==> config.mk <==
export PLATFORM = sky130hd
export DESIGN_NAME = dma_xfer_seq
export DESIGN_NICKNAME = d
export VERILOG_FILES = /design/src/rtl/dma_xfer_pkg.sv /design/src/rtl/dma_xfer_dp.sv /design/src/rtl/dma_xfer_ctl.sv /design/src/rtl/dma_xfer_seq.sv
export SDC_FILE = /design/constraint.sdc
export NUM_CORES = 1
export LEC_CHECK = 0
export CORE_MARGIN = 2
export CORE_UTILIZATION = 54
export DETAILED_ROUTE_END_ITERATION = 12
export PLACE_DENSITY = 0.82
export SLEW_MARGIN = 20
export SYNTH_ARGS = -nofsm -noshare
export SYNTH_HDL_FRONTEND = slang
export SYNTH_SLANG_ARGS = --single-unit
==> constraint.sdc <==
create_clock -name clk -period 5.2 [get_ports clk]
set_input_delay 1.56 -clock clk [delete_from_list [all_inputs] [get_ports clk]]
set_output_delay 1.56 -clock clk [all_outputs]
set_load 0.02 [all_outputs]
==> src/rtl/dma_xfer_pkg.sv <==
package dma_xfer_pkg;
  typedef enum logic [1:0] {
    KIND_READ  = 2'd0,
    KIND_WRITE = 2'd1,
    KIND_COPY  = 2'd2
  } reqKind_e;

  // strobes from control to datapath
  typedef struct packed {
    logic load;      // arm accepted: load counters and context
    logic latchSeg;  // capture the incoming segment
    logic issue;     // build and register a storage request
    logic setReady;  // disk command end: status ready + seek
  } dpStrobe_t;

  // conditions from datapath to control
  typedef struct packed {
    logic remNonPos;
    logic lenZero;
    logic nonBlock;
    logic cmdBad;
    logic optical;
  } dpFlags_t;
endpackage

==> src/rtl/dma_xfer_dp.sv <==
module dma_xfer_dp
  import dma_xfer_pkg::*;
#(
  parameter int CNT_W  = 32,
  parameter int SECT_W = 16,
  parameter int ADDR_W = 32,
  parameter int OFS_W  = 48,
  parameter int DISK_BLK = 512,
  parameter int OPT_BLK  = 2048
) (
  input  logic              clk,
  input  logic              rst,
  input  dpStrobe_t         strobe,
  input  logic              armOptical,
  input  logic [SECT_W-1:0] armSectors,
  input  logic [CNT_W-1:0]  armPktSize,
  input  logic [31:0]       armSector,
  input  logic [31:0]       armLba,
  input  logic [1:0]        armCmd,
  input  logic [CNT_W-1:0]  segLen,
  input  logic [ADDR_W-1:0] segAddr,
  output dpFlags_t          flags,
  output logic [1:0]        reqKind,
  output logic [OFS_W-1:0]  reqOffset,
  output logic [CNT_W-1:0]  reqLen,
  output logic [ADDR_W-1:0] reqAddr,
  output logic [7:0]        drvStatus
);
  localparam int DISK_SH = $clog2(DISK_BLK);
  localparam int OPT_SH  = $clog2(OPT_BLK);
  localparam logic [7:0] STAT_READY_SEEK = 8'h50;

  logic               modeOpt;
  logic [1:0]         cmdReg;
  logic [31:0]        sectorReg;
  logic [31:0]        lbaReg;
  logic signed [CNT_W-1:0] remReg;
  logic [CNT_W-1:0]   idxReg;
  logic [CNT_W-1:0]   segLenReg;
  logic [ADDR_W-1:0]  segAddrReg;

  logic [OFS_W-1:0]   baseOfs;
  logic [CNT_W-1:0]   clipLen;
  logic [CNT_W-1:0]   diskBytes;

  assign diskBytes = CNT_W'(armSectors) << DISK_SH;
  assign baseOfs   = modeOpt ? (OFS_W'(lbaReg) << OPT_SH)
                             : (OFS_W'(sectorReg) << DISK_SH);
  assign clipLen   = ($unsigned(remReg) < segLenReg) ? $unsigned(remReg) : segLenReg;

  assign flags.remNonPos = (remReg <= 0);
  assign flags.lenZero   = (segLenReg == '0);
  assign flags.nonBlock  = modeOpt && (&lbaReg);
  assign flags.cmdBad    = !modeOpt && (cmdReg > 2'd1);
  assign flags.optical   = modeOpt;

  always_ff @(posedge clk) begin
    if (rst) begin
      modeOpt    <= 1'b0;
      cmdReg     <= '0;
      sectorReg  <= '0;
      lbaReg     <= '0;
      remReg     <= '0;
      idxReg     <= '0;
      segLenReg  <= '0;
      segAddrReg <= '0;
      reqKind    <= KIND_READ;
      reqOffset  <= '0;
      reqLen     <= '0;
      reqAddr    <= '0;
      drvStatus  <= '0;
    end else begin
      if (strobe.load) begin
        modeOpt   <= armOptical;
        cmdReg    <= armCmd;
        sectorReg <= armSector;
        lbaReg    <= armLba;
        remReg    <= armOptical ? $signed(armPktSize) : $signed(diskBytes);
        idxReg    <= '0;
      end
      if (strobe.latchSeg) begin
        segLenReg  <= segLen;
        segAddrReg <= segAddr;
      end
      if (strobe.issue) begin
        reqAddr   <= segAddrReg;
        segLenReg <= '0;
        if (flags.nonBlock) begin
          reqKind   <= KIND_COPY;
          reqOffset <= '0;
          reqLen    <= clipLen;
          remReg    <= $signed(clipLen);
        end else begin
          reqKind   <= (modeOpt || cmdReg == 2'd0) ? KIND_READ : KIND_WRITE;
          reqOffset <= baseOfs + OFS_W'(idxReg);
          reqLen    <= segLenReg;
          remReg    <= remReg - $signed(segLenReg);
          idxReg    <= idxReg + segLenReg;
        end
      end
      if (strobe.setReady) drvStatus <= STAT_READY_SEEK;
    end
  end

  // a block issue moves bytes from remaining to index, sum unchanged
  assert_sum_kept_R8: assert property (@(posedge clk) disable iff (rst)
    (strobe.issue && !flags.nonBlock) |=>
      (remReg + $signed(idxReg)) == $past(remReg + $signed(idxReg)));

  // a copy never exceeds the segment length nor the remaining size
  assert_copy_clipped_R9: assert property (@(posedge clk) disable iff (rst)
    (strobe.issue && flags.nonBlock) |=>
      (reqLen <= $past(segLenReg)) && ($signed(reqLen) <= $past(remReg)));
endmodule

==> src/rtl/dma_xfer_ctl.sv <==
module dma_xfer_ctl
  import dma_xfer_pkg::*;
(
  input  logic      clk,
  input  logic      rst,
  input  logic      armStart,
  input  logic      segStart,
  input  logic      stoAck,
  input  logic      stoErr,
  input  dpFlags_t  flags,
  output dpStrobe_t strobe,
  output logic      stoReq,
  output logic      segDone,
  output logic      segPause,
  output logic      cmdDone,
  output logic      drvIrq,
  output logic      dmaErr
);
  typedef enum logic [1:0] {ST_IDLE, ST_EVAL, ST_WAIT} ctlState_e;

  ctlState_e state;
  logic      armed;
  logic      copyReg;
  logic      evalGo;
  logic      ackOk;

  assign evalGo = (state == ST_EVAL) && armed;
  assign ackOk  = (state == ST_WAIT) && stoAck && !stoErr;

  always_comb begin
    strobe.load     = (state == ST_IDLE) && armStart;
    strobe.latchSeg = (state == ST_IDLE) && segStart && !armStart;
    strobe.issue    = evalGo && !flags.remNonPos && !flags.lenZero && !flags.cmdBad;
    strobe.setReady = !flags.optical &&
                      ((evalGo && flags.remNonPos) ||
                       (ackOk && !copyReg && flags.remNonPos));
  end

  always_ff @(posedge clk) begin
    if (rst) begin
      state    <= ST_IDLE;
      armed    <= 1'b0;
      copyReg  <= 1'b0;
      stoReq   <= 1'b0;
      segDone  <= 1'b0;
      segPause <= 1'b0;
      cmdDone  <= 1'b0;
      drvIrq   <= 1'b0;
      dmaErr   <= 1'b0;
    end else begin
      segDone  <= 1'b0;
      segPause <= 1'b0;
      cmdDone  <= 1'b0;
      drvIrq   <= 1'b0;
      dmaErr   <= 1'b0;
      unique case (state)
        ST_IDLE: begin
          if (armStart) armed <= 1'b1;
          else if (segStart) state <= ST_EVAL;
        end
        ST_EVAL: begin
          state <= ST_IDLE;
          if (!armed) begin
            segPause <= 1'b1;
          end else if (flags.remNonPos) begin
            segDone <= 1'b1;
            cmdDone <= 1'b1;
            drvIrq  <= !flags.optical;
            armed   <= 1'b0;
          end else if (flags.lenZero) begin
            segDone <= 1'b1;
          end else if (flags.cmdBad) begin
            dmaErr  <= 1'b1;
            segDone <= 1'b1;
            armed   <= 1'b0;
          end else begin
            stoReq  <= 1'b1;
            copyReg <= flags.nonBlock;
            state   <= ST_WAIT;
          end
        end
        ST_WAIT: begin
          if (stoAck) begin
            stoReq  <= 1'b0;
            state   <= ST_IDLE;
            segDone <= 1'b1;
            if (stoErr) begin
              dmaErr <= 1'b1;
              armed  <= 1'b0;
            end else if (copyReg || flags.remNonPos) begin
              cmdDone <= 1'b1;
              drvIrq  <= !flags.optical && !copyReg;
              armed   <= 1'b0;
            end
          end
        end
        default: state <= ST_IDLE;
      endcase
    end
  end

  // request held until acknowledged
  assert_req_held_R12: assert property (@(posedge clk) disable iff (rst)
    (stoReq && !stoAck) |=> stoReq);
  // command end always comes with segment end
  assert_cmd_with_seg_R12: assert property (@(posedge clk) disable iff (rst)
    cmdDone |-> segDone);
  // segment end is a single-cycle pulse
  assert_seg_pulse_R12: assert property (@(posedge clk) disable iff (rst)
    segDone |=> !segDone);
  // a request only starts on an armed channel
  assert_req_needs_arm_R5: assert property (@(posedge clk) disable iff (rst)
    $rose(stoReq) |-> $past(armed));
  // a pause carries no error and no request
  assert_pause_clean_R5: assert property (@(posedge clk) disable iff (rst)
    segPause |-> (!dmaErr && !segDone && !stoReq));
  // drive interrupt only at a command end
  assert_irq_at_end_R6: assert property (@(posedge clk) disable iff (rst)
    drvIrq |-> cmdDone);
endmodule

==> src/rtl/dma_xfer_seq.sv <==
module dma_xfer_seq
  import dma_xfer_pkg::*;
#(
  parameter int CNT_W  = 32,
  parameter int SECT_W = 16,
  parameter int ADDR_W = 32,
  parameter int OFS_W  = 48
) (
  input  logic              clk,
  input  logic              rst,
  input  logic              armStart,
  input  logic              armOptical,
  input  logic [SECT_W-1:0] armSectors,
  input  logic [CNT_W-1:0]  armPktSize,
  input  logic [31:0]       armSector,
  input  logic [31:0]       armLba,
  input  logic [1:0]        armCmd,
  input  logic              segStart,
  input  logic [CNT_W-1:0]  segLen,
  input  logic [ADDR_W-1:0] segAddr,
  output logic              stoReq,
  output logic [1:0]        stoKind,
  output logic [OFS_W-1:0]  stoOffset,
  output logic [CNT_W-1:0]  stoLen,
  output logic [ADDR_W-1:0] stoAddr,
  input  logic              stoAck,
  input  logic              stoErr,
  output logic              segDone,
  output logic              segPause,
  output logic              cmdDone,
  output logic              drvIrq,
  output logic              dmaErr,
  output logic [7:0]        drvStatus
);
  dpStrobe_t strobe;
  dpFlags_t  flags;

  dma_xfer_ctl i_ctl (
    .clk(clk), .rst(rst), .armStart(armStart), .segStart(segStart),
    .stoAck(stoAck), .stoErr(stoErr), .flags(flags), .strobe(strobe),
    .stoReq(stoReq), .segDone(segDone), .segPause(segPause),
    .cmdDone(cmdDone), .drvIrq(drvIrq), .dmaErr(dmaErr)
  );

  dma_xfer_dp #(
    .CNT_W(CNT_W), .SECT_W(SECT_W), .ADDR_W(ADDR_W), .OFS_W(OFS_W)
  ) i_dp (
    .clk(clk), .rst(rst), .strobe(strobe),
    .armOptical(armOptical), .armSectors(armSectors), .armPktSize(armPktSize),
    .armSector(armSector), .armLba(armLba), .armCmd(armCmd),
    .segLen(segLen), .segAddr(segAddr), .flags(flags),
    .reqKind(stoKind), .reqOffset(stoOffset), .reqLen(stoLen),
    .reqAddr(stoAddr), .drvStatus(drvStatus)
  );
endmodule

# Word level (Yosys, flattened, before mapping)
# Cells that the tools add are included.
# word_totals
reg_bits,320
out_inout_bits,128
word_cells,143
# op_classes
add_sub_neg,3
n_lt_le_gt_ge,3
n_eq_ne,11
mux,61
bitwise_logic,4
n_reduce_logical,39
# op_table
op,n
32-bit two-way mux,9
48-bit by 32-bit adder with 48-bit output,1
48-bit two-way mux,1
43-bit two-way mux,1
1-bit two-way mux,35
32-bit adder,1
"32-bit by 1-bit <= comparator with 1-bit output, second input constant",1
32-bit zero test,1
32-bit < comparator,1
32-bit AND reduction,1
32-bit subtractor,1
1-bit logical AND,16
2-bit two-way mux,8
"2-bit inequality test, second input constant",7
1-bit one-hot mux with 2 select lines,5
1-bit zero test,7
2-bit one-hot mux with 3 select lines,1
6-bit AND reduction,1
5-bit AND reduction,1
2-bit zero test,2
1-bit NOT,4
4-bit AND reduction,1
2-bit nonzero test,2
2-bit OR reduction,2
other kinds (9),11

# Longest topological paths before layout
# Gate-level depths: netlist (run 1).
# depth
ltp_word,7
ltp_mapped,15

# Cells and area by module
# Synthesis (run 1) repeated with hierarchy kept, for this count alone.
# unflattened
hier_cells,1961
area_unflattened_um2,17185.2
# modules_own_cells
module,n_inst,cells_each,area_per_inst_um2,seq_area_each_um2
dma_xfer_dp,1,1900,16608.4,6125.9
dma_xfer_ctl,1,61,576.8,200.2

# Worst setup path before layout (run 1)
# No wires, ideal clock.
# synth_timing
path_type,register to register
start,register i_dp.modeOpt
end,register i_dp.reqOffset[29]
setup_time_ns,0.128
t_arrival_ns,3.590
path_slack_ns,1.482
path_stages_with_launch,16
path_buffers,3
path_cell_list,dfxtp_1 -> buf_2 -> clkbuf_1 -> clkbuf_1 -> nor2b_1 -> ha_1 -> fa_1 -> a21o_1 -> a21oi_1 -> o21ai_0 -> a32oi_1 -> nor2_1 -> o41ai_1 -> o21ai_0 -> xnor2_1 -> o21ai_0
# synth_between
elab_chain_cells,4
# synth_rtl
element,line,source
from (decl),dma_xfer_dp.sv:33,logic modeOpt;
from (signal assigned),dma_xfer_dp.sv:74,modeOpt <= armOptical;
"parallel branches: the longest is 4 deep, another holds 48-bit by 32-bit adder with 48-bit output",-,
to (signal assigned),dma_xfer_dp.sv:95,reqOffset <= baseOfs + OFS_W'(idxReg);
to (decl),dma_xfer_dp.sv:24,"output logic [OFS_W-1:0] reqOffset,"
# Several ways; the timed one is not identified.
# A chain may end at the register's enable or synchronous reset.

# Final worst setup path (run 1)
# layout_timing
start,register i_dp.remReg[0]
end,register i_dp.remReg[9]
# layout_between
elab_chain_cells,6
# layout_rtl
element,line,source
from (decl),dma_xfer_dp.sv:37,logic signed [CNT_W-1:0] remReg;
from (signal assigned),dma_xfer_dp.sv:78,remReg <= armOptical ? $signed(armPktSize) : $signed(diskBytes);
from (signal assigned),dma_xfer_dp.sv:92,remReg <= $signed(clipLen);
from (signal assigned),dma_xfer_dp.sv:97,remReg <= remReg - $signed(segLenReg);
32-bit by 1-bit <= comparator with 1-bit output,dma_xfer_dp.sv:51,assign flags.remNonPos = (remReg <= 0);
1-bit zero test,dma_xfer_ctl.sv:33,strobe.issue = evalGo && !flags.remNonPos && !flags.lenZero && !flags.cmdBad;
1-bit logical AND (3 in series),dma_xfer_ctl.sv:33,
32-bit two-way mux or 2-bit nonzero test (tied branches),-,
# Parallel ways exist; a longest one is shown, timed or not.

==> flow_metrics.env, run 1 <==
export IMPL_status="complete, no violations"
export IMPL_synth_edf_count=0
export IMPL_place_congestion=0.944
export IMPL_cts_hold_buffers=0
export IMPL_grt_first_pass_wirelength_um=88600
export IMPL_post_cts_setup_buffer_count=0
export IMPL_root_buffer="clkbuf_16"
export IMPL_worstSetupEndpointType="flop"
export IMPL_rr_endpoint="i_dp.remReg[9]"
export IMPL_yosysMostFrequentCell="nand2_1"
export IMPL_ctsHtreeMaxLevel=2
export IMPL_synth_seq_cells=316
export IMPL_crit_required_ps=5630
export IMPL_path_clk_slew_ps=70
export IMPL_initial_core_util_pct=54.4
export IMPL_cts_buffers=35
export IMPL_synth_seq_area_share_pct=36.0
export IMPL_utilization_pct=68.2
export IMPL_syn_area_mm2=0.0175
export IMPL_synth_largest_area_cell="dfxtp_1"
export IMPL_cts_sinks=316
export IMPL_tns_ps=0
export IMPL_skew_ps=20.8
export IMPL_min_from="i_dp.segAddrReg[17]"
export IMPL_relSlewSlack_pct=22.9
export IMPL_rows=66
export IMPL_cts_tree="built"
export IMPL_drt_pass1_iter_count=5
export IMPL_arrival_ps=4240
export IMPL_remaining_drc_errors=0
export IMPL_drv_slew=0
export IMPL_clock_fmax_ghz=0.263
export IMPL_worst_setup_path_type="reg2reg"
export IMPL_clock_path_buffers=3
export IMPL_clkLatencyLatePin_ps=530
export IMPL_setup_viol=0
export IMPL_endpoint="i_dp.remReg[9]"
export IMPL_syn_inst=2266
export IMPL_syn_to_final_growth_pct=25.5
export IMPL_yosysWarnings=0
export IMPL_synth_ff_type="dfxtp_1"
export IMPL_synth_common_cells="nand2_1, dfxtp_1, a21oi_1"
export IMPL_dp_hpwl_um=42000
export IMPL_antenna_found_initial=0
export IMPL_reg2regPathDepth=9
export IMPL_maxCapViolCount=0
export IMPL_fp_coreArea_mm2=0.0323
export IMPL_vdd_ir_drop_max_mv=0.256
export IMPL_synth_distinct_cells=87
export IMPL_routed_via_density=6.01
export IMPL_drt_total_wl_um=57200
export IMPL_async_flop_share_pct=0
export IMPL_avgSynthCellArea_um2=7.74
export IMPL_crit_fanout=23
export IMPL_period_share_pct=73.2
export IMPL_rsz0062_at_grt="false"
export IMPL_hp_class="reg2reg"
export IMPL_grt_pass1_vias=16773
export IMPL_gr_total_overflow=0
export IMPL_wl_per_cell_um=19.3
export IMPL_start_kind="flop"
export IMPL_synth_top_area_share_pct=36.0
export IMPL_cts_repair_resize_count=0
export IMPL_vias=17851
export IMPL_fp_dieH_um=184
export IMPL_leakage_uw=0.00845
export IMPL_startpoint="i_dp.remReg[0]"
export IMPL_ant_nets=0
export IMPL_drt_iter0_markers=1745
export IMPL_power_per_cell_area_mw_per_mm2=300
export IMPL_nets=2781
export IMPL_grtUsageTotal_pct=32.7
export IMPL_place_port_buffers=302
export IMPL_die_w_um=184
export IMPL_drive_above_1_share_pct=5.81
export IMPL_worstMarginPinSlew_ps=1150
export IMPL_final_hold_viol_count=0
export IMPL_dieArea_mm2=0.0340
export IMPL_fin_crit_ps=3810
export IMPL_antenna_cells=0
export IMPL_grt_max_degree=112
export IMPL_reg2reg_slack_ps=1390
export IMPL_rr_startpoint="i_dp.remReg[0]"
export IMPL_ios=313
export IMPL_netlist_top_cells_area="dfxtp_1, nand2_1, a21oi_1"
-- cells by family (layout without fill, tap and decap cells) --
family          count (synthesis)  after routing  synth area share, %
xor+xnor                       74             74                 3.69
buf+inv                       196            449                 4.66
other cells                     1             10               0.0214
simple gates                  856            856                 21.3
mux                            58             58                 3.51
compound gates                672            672                 24.0
fa+ha+maj                      93             93                 6.76
flops                         316            316                 36.0
-- through the flow --
stage                     hold WS (ps)  power [uW]  instance area, um2  setup slack, ps  instances
after floorplan                    431        3530               17600             1480       2275
after global placement             436        3970               20800             1430       2908
after detailed placement           441        3980               20800             1330       2908
after CTS                          453        6600               22000             1500       2970
after global routing               465        6840               22000             1250       2970
final                              449        6610               22000             1390       2970
-- per-layer routing --
metal | wire length [um] | vias to the layer above | global-route usage (%)
li1 | - | 8493 | -
met1 | 23100 | 8318 | 41.2
met2 | 26500 | 876 | 54.6
met3 | 5250 | 164 | 6.68
met4 | 2340 | 0 | 13.3
met5 | 0 | - | 0
-- layout make-up --
| class | instances | area [um2] |
|---|---|---|
| multi-input combinational | 1763 | 10500 |
| fill | 2696 | 10300 |
| tap | 442 | 553 |
| clock buffer | 43 | 956 |
| sequential | 316 | 6330 |
| inverter | 60 | 225 |
| clock inverter | 19 | 259 |
| timing repair buffer | 327 | 3240 |
-- worst max-delay path, stage by stage, from the launching register on --
cell,delay (ps)
dfxtp_1,360
nor4_1,410
nand4_1,320
o21bai_2,480
nor3_1,200
nand3_2,510
nand2_1,150
nor2_1,890
nor2_1,120
a311oi_1,270
-- registers in the layout, indices dropped and copies added, names as in the netlist, 2 cells and up --
signal,count
i_dp.lbaReg,32
i_dp.reqLen,32
i_dp.remReg,32
i_ctl.state,2
i_dp.idxReg,32
i_dp.reqAddr,32
i_dp.sectorReg,32
i_dp.segLenReg,32
i_dp.cmdReg,2
i_dp.reqOffset,44
i_dp.segAddrReg,32
i_dp.reqKind,2
-- how the worst min path moves through the flow --
stage,end,slack (ps),cells after the start
floorplan,i_dp.idxReg[31],430,1
global placement,i_dp.reqAddr[9],440,2
detailed placement,i_dp.reqOffset[40],440,2
CTS,i_dp.reqAddr[24],450,2
global route,i_dp.reqAddr[28],460,2
finish,i_dp.reqAddr[17],450,2
-- layout by cell type, fill, tap and decap left out, types with 8 or more instances in the layout --
cell type        count
nor3_1              32
a21oi_1            272
nor2b_1             14
a31oi_1             23
mux2i_1             30
o211ai_1            15
o21bai_1            12
nor3b_1              8
mux2_2              28
nor2_1             125
nand4_1             25
a22o_1              20
a311oi_1            31
buf_4               22
or4_1                8
xor2_1              39
inv_1               59
a21o_1              48
nand2b_1             9
and2_1              11
ha_1                90
nor4_1              20
and3_1              16
clkbuf_16           35
a211o_1              9
nand3_1             35
a211oi_1            20
xnor2_1             35
clkinv_2             9
o21ai_0            122
o21a_1              20
or3_1                8
dfxtp_1            315
conb_1              10
nand2_1            517
clkdlybuf4s50_1    301
-- power breakdown --
part	leakage (uW)	switching, uW	total, uW	internal, uW
Sequential	0.00257	112	2630	2520
Clock	0.000604	1030	2640	1610
Combinational	0.00528	769	1340	571
(Power assumes the default switching activity.)
==> run 2, diff against run 1 <==
- clock period: 5.2 -> 3.7 ns (I/O delays scaled with it)
==> flow_metrics.env, run 2 (synthesized netlist as in run 1, its figures left out) <==
export IMPL_status="complete, no violations"
export IMPL_register_area_mm2=0.00633
export IMPL_path_cells="buf_4, mux2_2, ha_1, a21o_1, a21o_1, a21o_1, or3_1, a21oi_1, nor3b_2, and3_1, o31ai_1"
export IMPL_fp_dieH_um=184
export IMPL_cts_sinks=316
export IMPL_ios=313
export IMPL_hp_class="reg2reg"
export IMPL_cts_tree="built"
export IMPL_drt_iter0_markers=1564
export IMPL_fin_area_mm2=0.0223
export IMPL_syn_to_final_growth_pct=27.0
export IMPL_nets=2821
export IMPL_drive_above_1_share_pct=7.09
export IMPL_worstSetupEndpointType="flop"
export IMPL_rsz0062_at_grt="false"
export IMPL_largest_register_ffs=44
export IMPL_multi_input_area_mm2=0.0105
export IMPL_crit_required_ps=4120
export IMPL_die_w_um=184
export IMPL_crit_slowest_cell="dfxtp_2"
export IMPL_power_per_cell_area_mw_per_mm2=414
export IMPL_p_switching_uw=2660
export IMPL_relSlewSlack_pct=29.1
export IMPL_path_clk_slew_ps=60
export IMPL_clock_fmax_ghz=0.288
export IMPL_period_share_pct=93.7
export IMPL_utilization_pct=69.0
export IMPL_setup_viol=0
export IMPL_gr_total_overflow=0
export IMPL_pwr_share_clk_pct=38.9
export IMPL_placed_cell_area_mm2=0.0211
export IMPL_worstMarginPinSlew_ps=1060
export IMPL_remaining_drc_errors=0
export IMPL_p_comb_share_pct=21.3
export IMPL_top_register="i_dp.reqOffset"
export IMPL_grt_first_pass_wirelength_um=91700
export IMPL_arrival_ps=3890
export IMPL_vdd_ir_drop_max_mv=0.387
export IMPL_fin_crit_ps=3470
export IMPL_cellInternalPower_uw=6580
export IMPL_wl_per_cell_um=19.6
export IMPL_place_port_buffers=302
export IMPL_layout_common_cells="nand2_1, dfxtp_1, clkdlybuf4s50_1"
export IMPL_totalPowerFinal_uw=9230
export IMPL_routed_via_density=5.98
export IMPL_final_common_cell="nand2_1"
export IMPL_antenna_cells=0
export IMPL_final_hold_viol_count=0
export IMPL_cts_repair_resize_count=0
export IMPL_clkLatencyLatePin_ps=520
export IMPL_ant_nets=0
export IMPL_grt_pass1_vias=17063
export IMPL_initial_core_util_pct=54.4
export IMPL_cts_buffers=35
export IMPL_post_cts_setup_buffer_count=0
export IMPL_root_buffer="clkbuf_16"
export IMPL_maxCapViolCount=0
export IMPL_ctsHtreeMaxLevel=2
export IMPL_crit_fanout=15
export IMPL_layout_setup_ws_ps=233
export IMPL_grtUsageTotal_pct=34.0
export IMPL_leakage_uw=0.00864
export IMPL_nFillCells=2709
export IMPL_dieArea_mm2=0.0340
export IMPL_clock_path_buffers=3
export IMPL_drt_total_wl_um=59000
export IMPL_vias=17996
export IMPL_cts_hold_buffers=0
export IMPL_start_kind="flop"
export IMPL_place_congestion=0.982
export IMPL_rows=66
export IMPL_dp_hpwl_um=43600
export IMPL_swShare_pct=28.8
export IMPL_antenna_found_initial=0
export IMPL_fp_coreArea_mm2=0.0323
export IMPL_drt_pass1_iter_count=6
export IMPL_pre_cts_ws_ps=228
export IMPL_worst_setup_path_type="reg2reg"
export IMPL_max_stage_delay_ps=520
export IMPL_power_frac_seq_pct=39.8
export IMPL_crit_top_cell="a21o_1"
export IMPL_skew_ps=15.0
export IMPL_tns_ps=0
export IMPL_drv_slew=0
export IMPL_grt_max_degree=103
[run 2: critical path: cells and delay by family, from the launching register on]
kind	cells	cell delay, ps
AND/OR/NAND/NOR	3	670
multiplexers	1	370
adder cells (fa/ha/maj)	1	360
AO/OA/AOI/OAI	5	1110
buffers and inverters	1	330
flip-flops	1	520
[run 2: stage by stage]
step                std cells  hold WS (ps)
floorplan                2275           431
global placement         2948           437
detailed placement       2948           444
CTS                      3008           452
global route             3008           458
finish                   3008           452
[run 2: area by class of cell]
cell class	count	share of cell area [%]
well taps	442	2.48
clock inverters	9	0.679
multi-input cells	1763	47.0
inverters	60	1.01
clock buffers	51	4.56
repair buffers	367	15.9
flip-flops and latches	316	28.4
[run 2: metal layers]
metal | vias up | wire length (um) | global-route usage, %
met3 | 166 | 5020 | 6.74
li1 | 8561 | - | -
met1 | 8443 | 24400 | 43.8
met4 | 0 | 2360 | 13.2
met5 | - | 0 | 0
met2 | 826 | 27200 | 56.3
[run 2: power groups by stage]
stage | Sequential (uW) | Clock [uW] | Combinational [uW]
after global routing | 3690 | 3760 | 2130
after global placement | 3740 | 0 | 1900
final | 3680 | 3590 | 1960
after floorplan | 3720 | 0 | 1250
after detailed placement | 3750 | 0 | 1920
after CTS | 3670 | 3630 | 1940
[run 2: path summary, 6_finish.rpt]
path	slack, ps	cells past startpoint	start	end
worst max-delay path	230	11	i_dp.modeOpt	i_dp.reqOffset[38]
worst min-delay path	450	2	i_dp.segAddrReg[26]	i_dp.reqAddr[26]
worst max register to register	230	11	i_dp.modeOpt	i_dp.reqOffset[38]
worst min register to register	450	2	i_dp.segAddrReg[26]	i_dp.reqAddr[26]
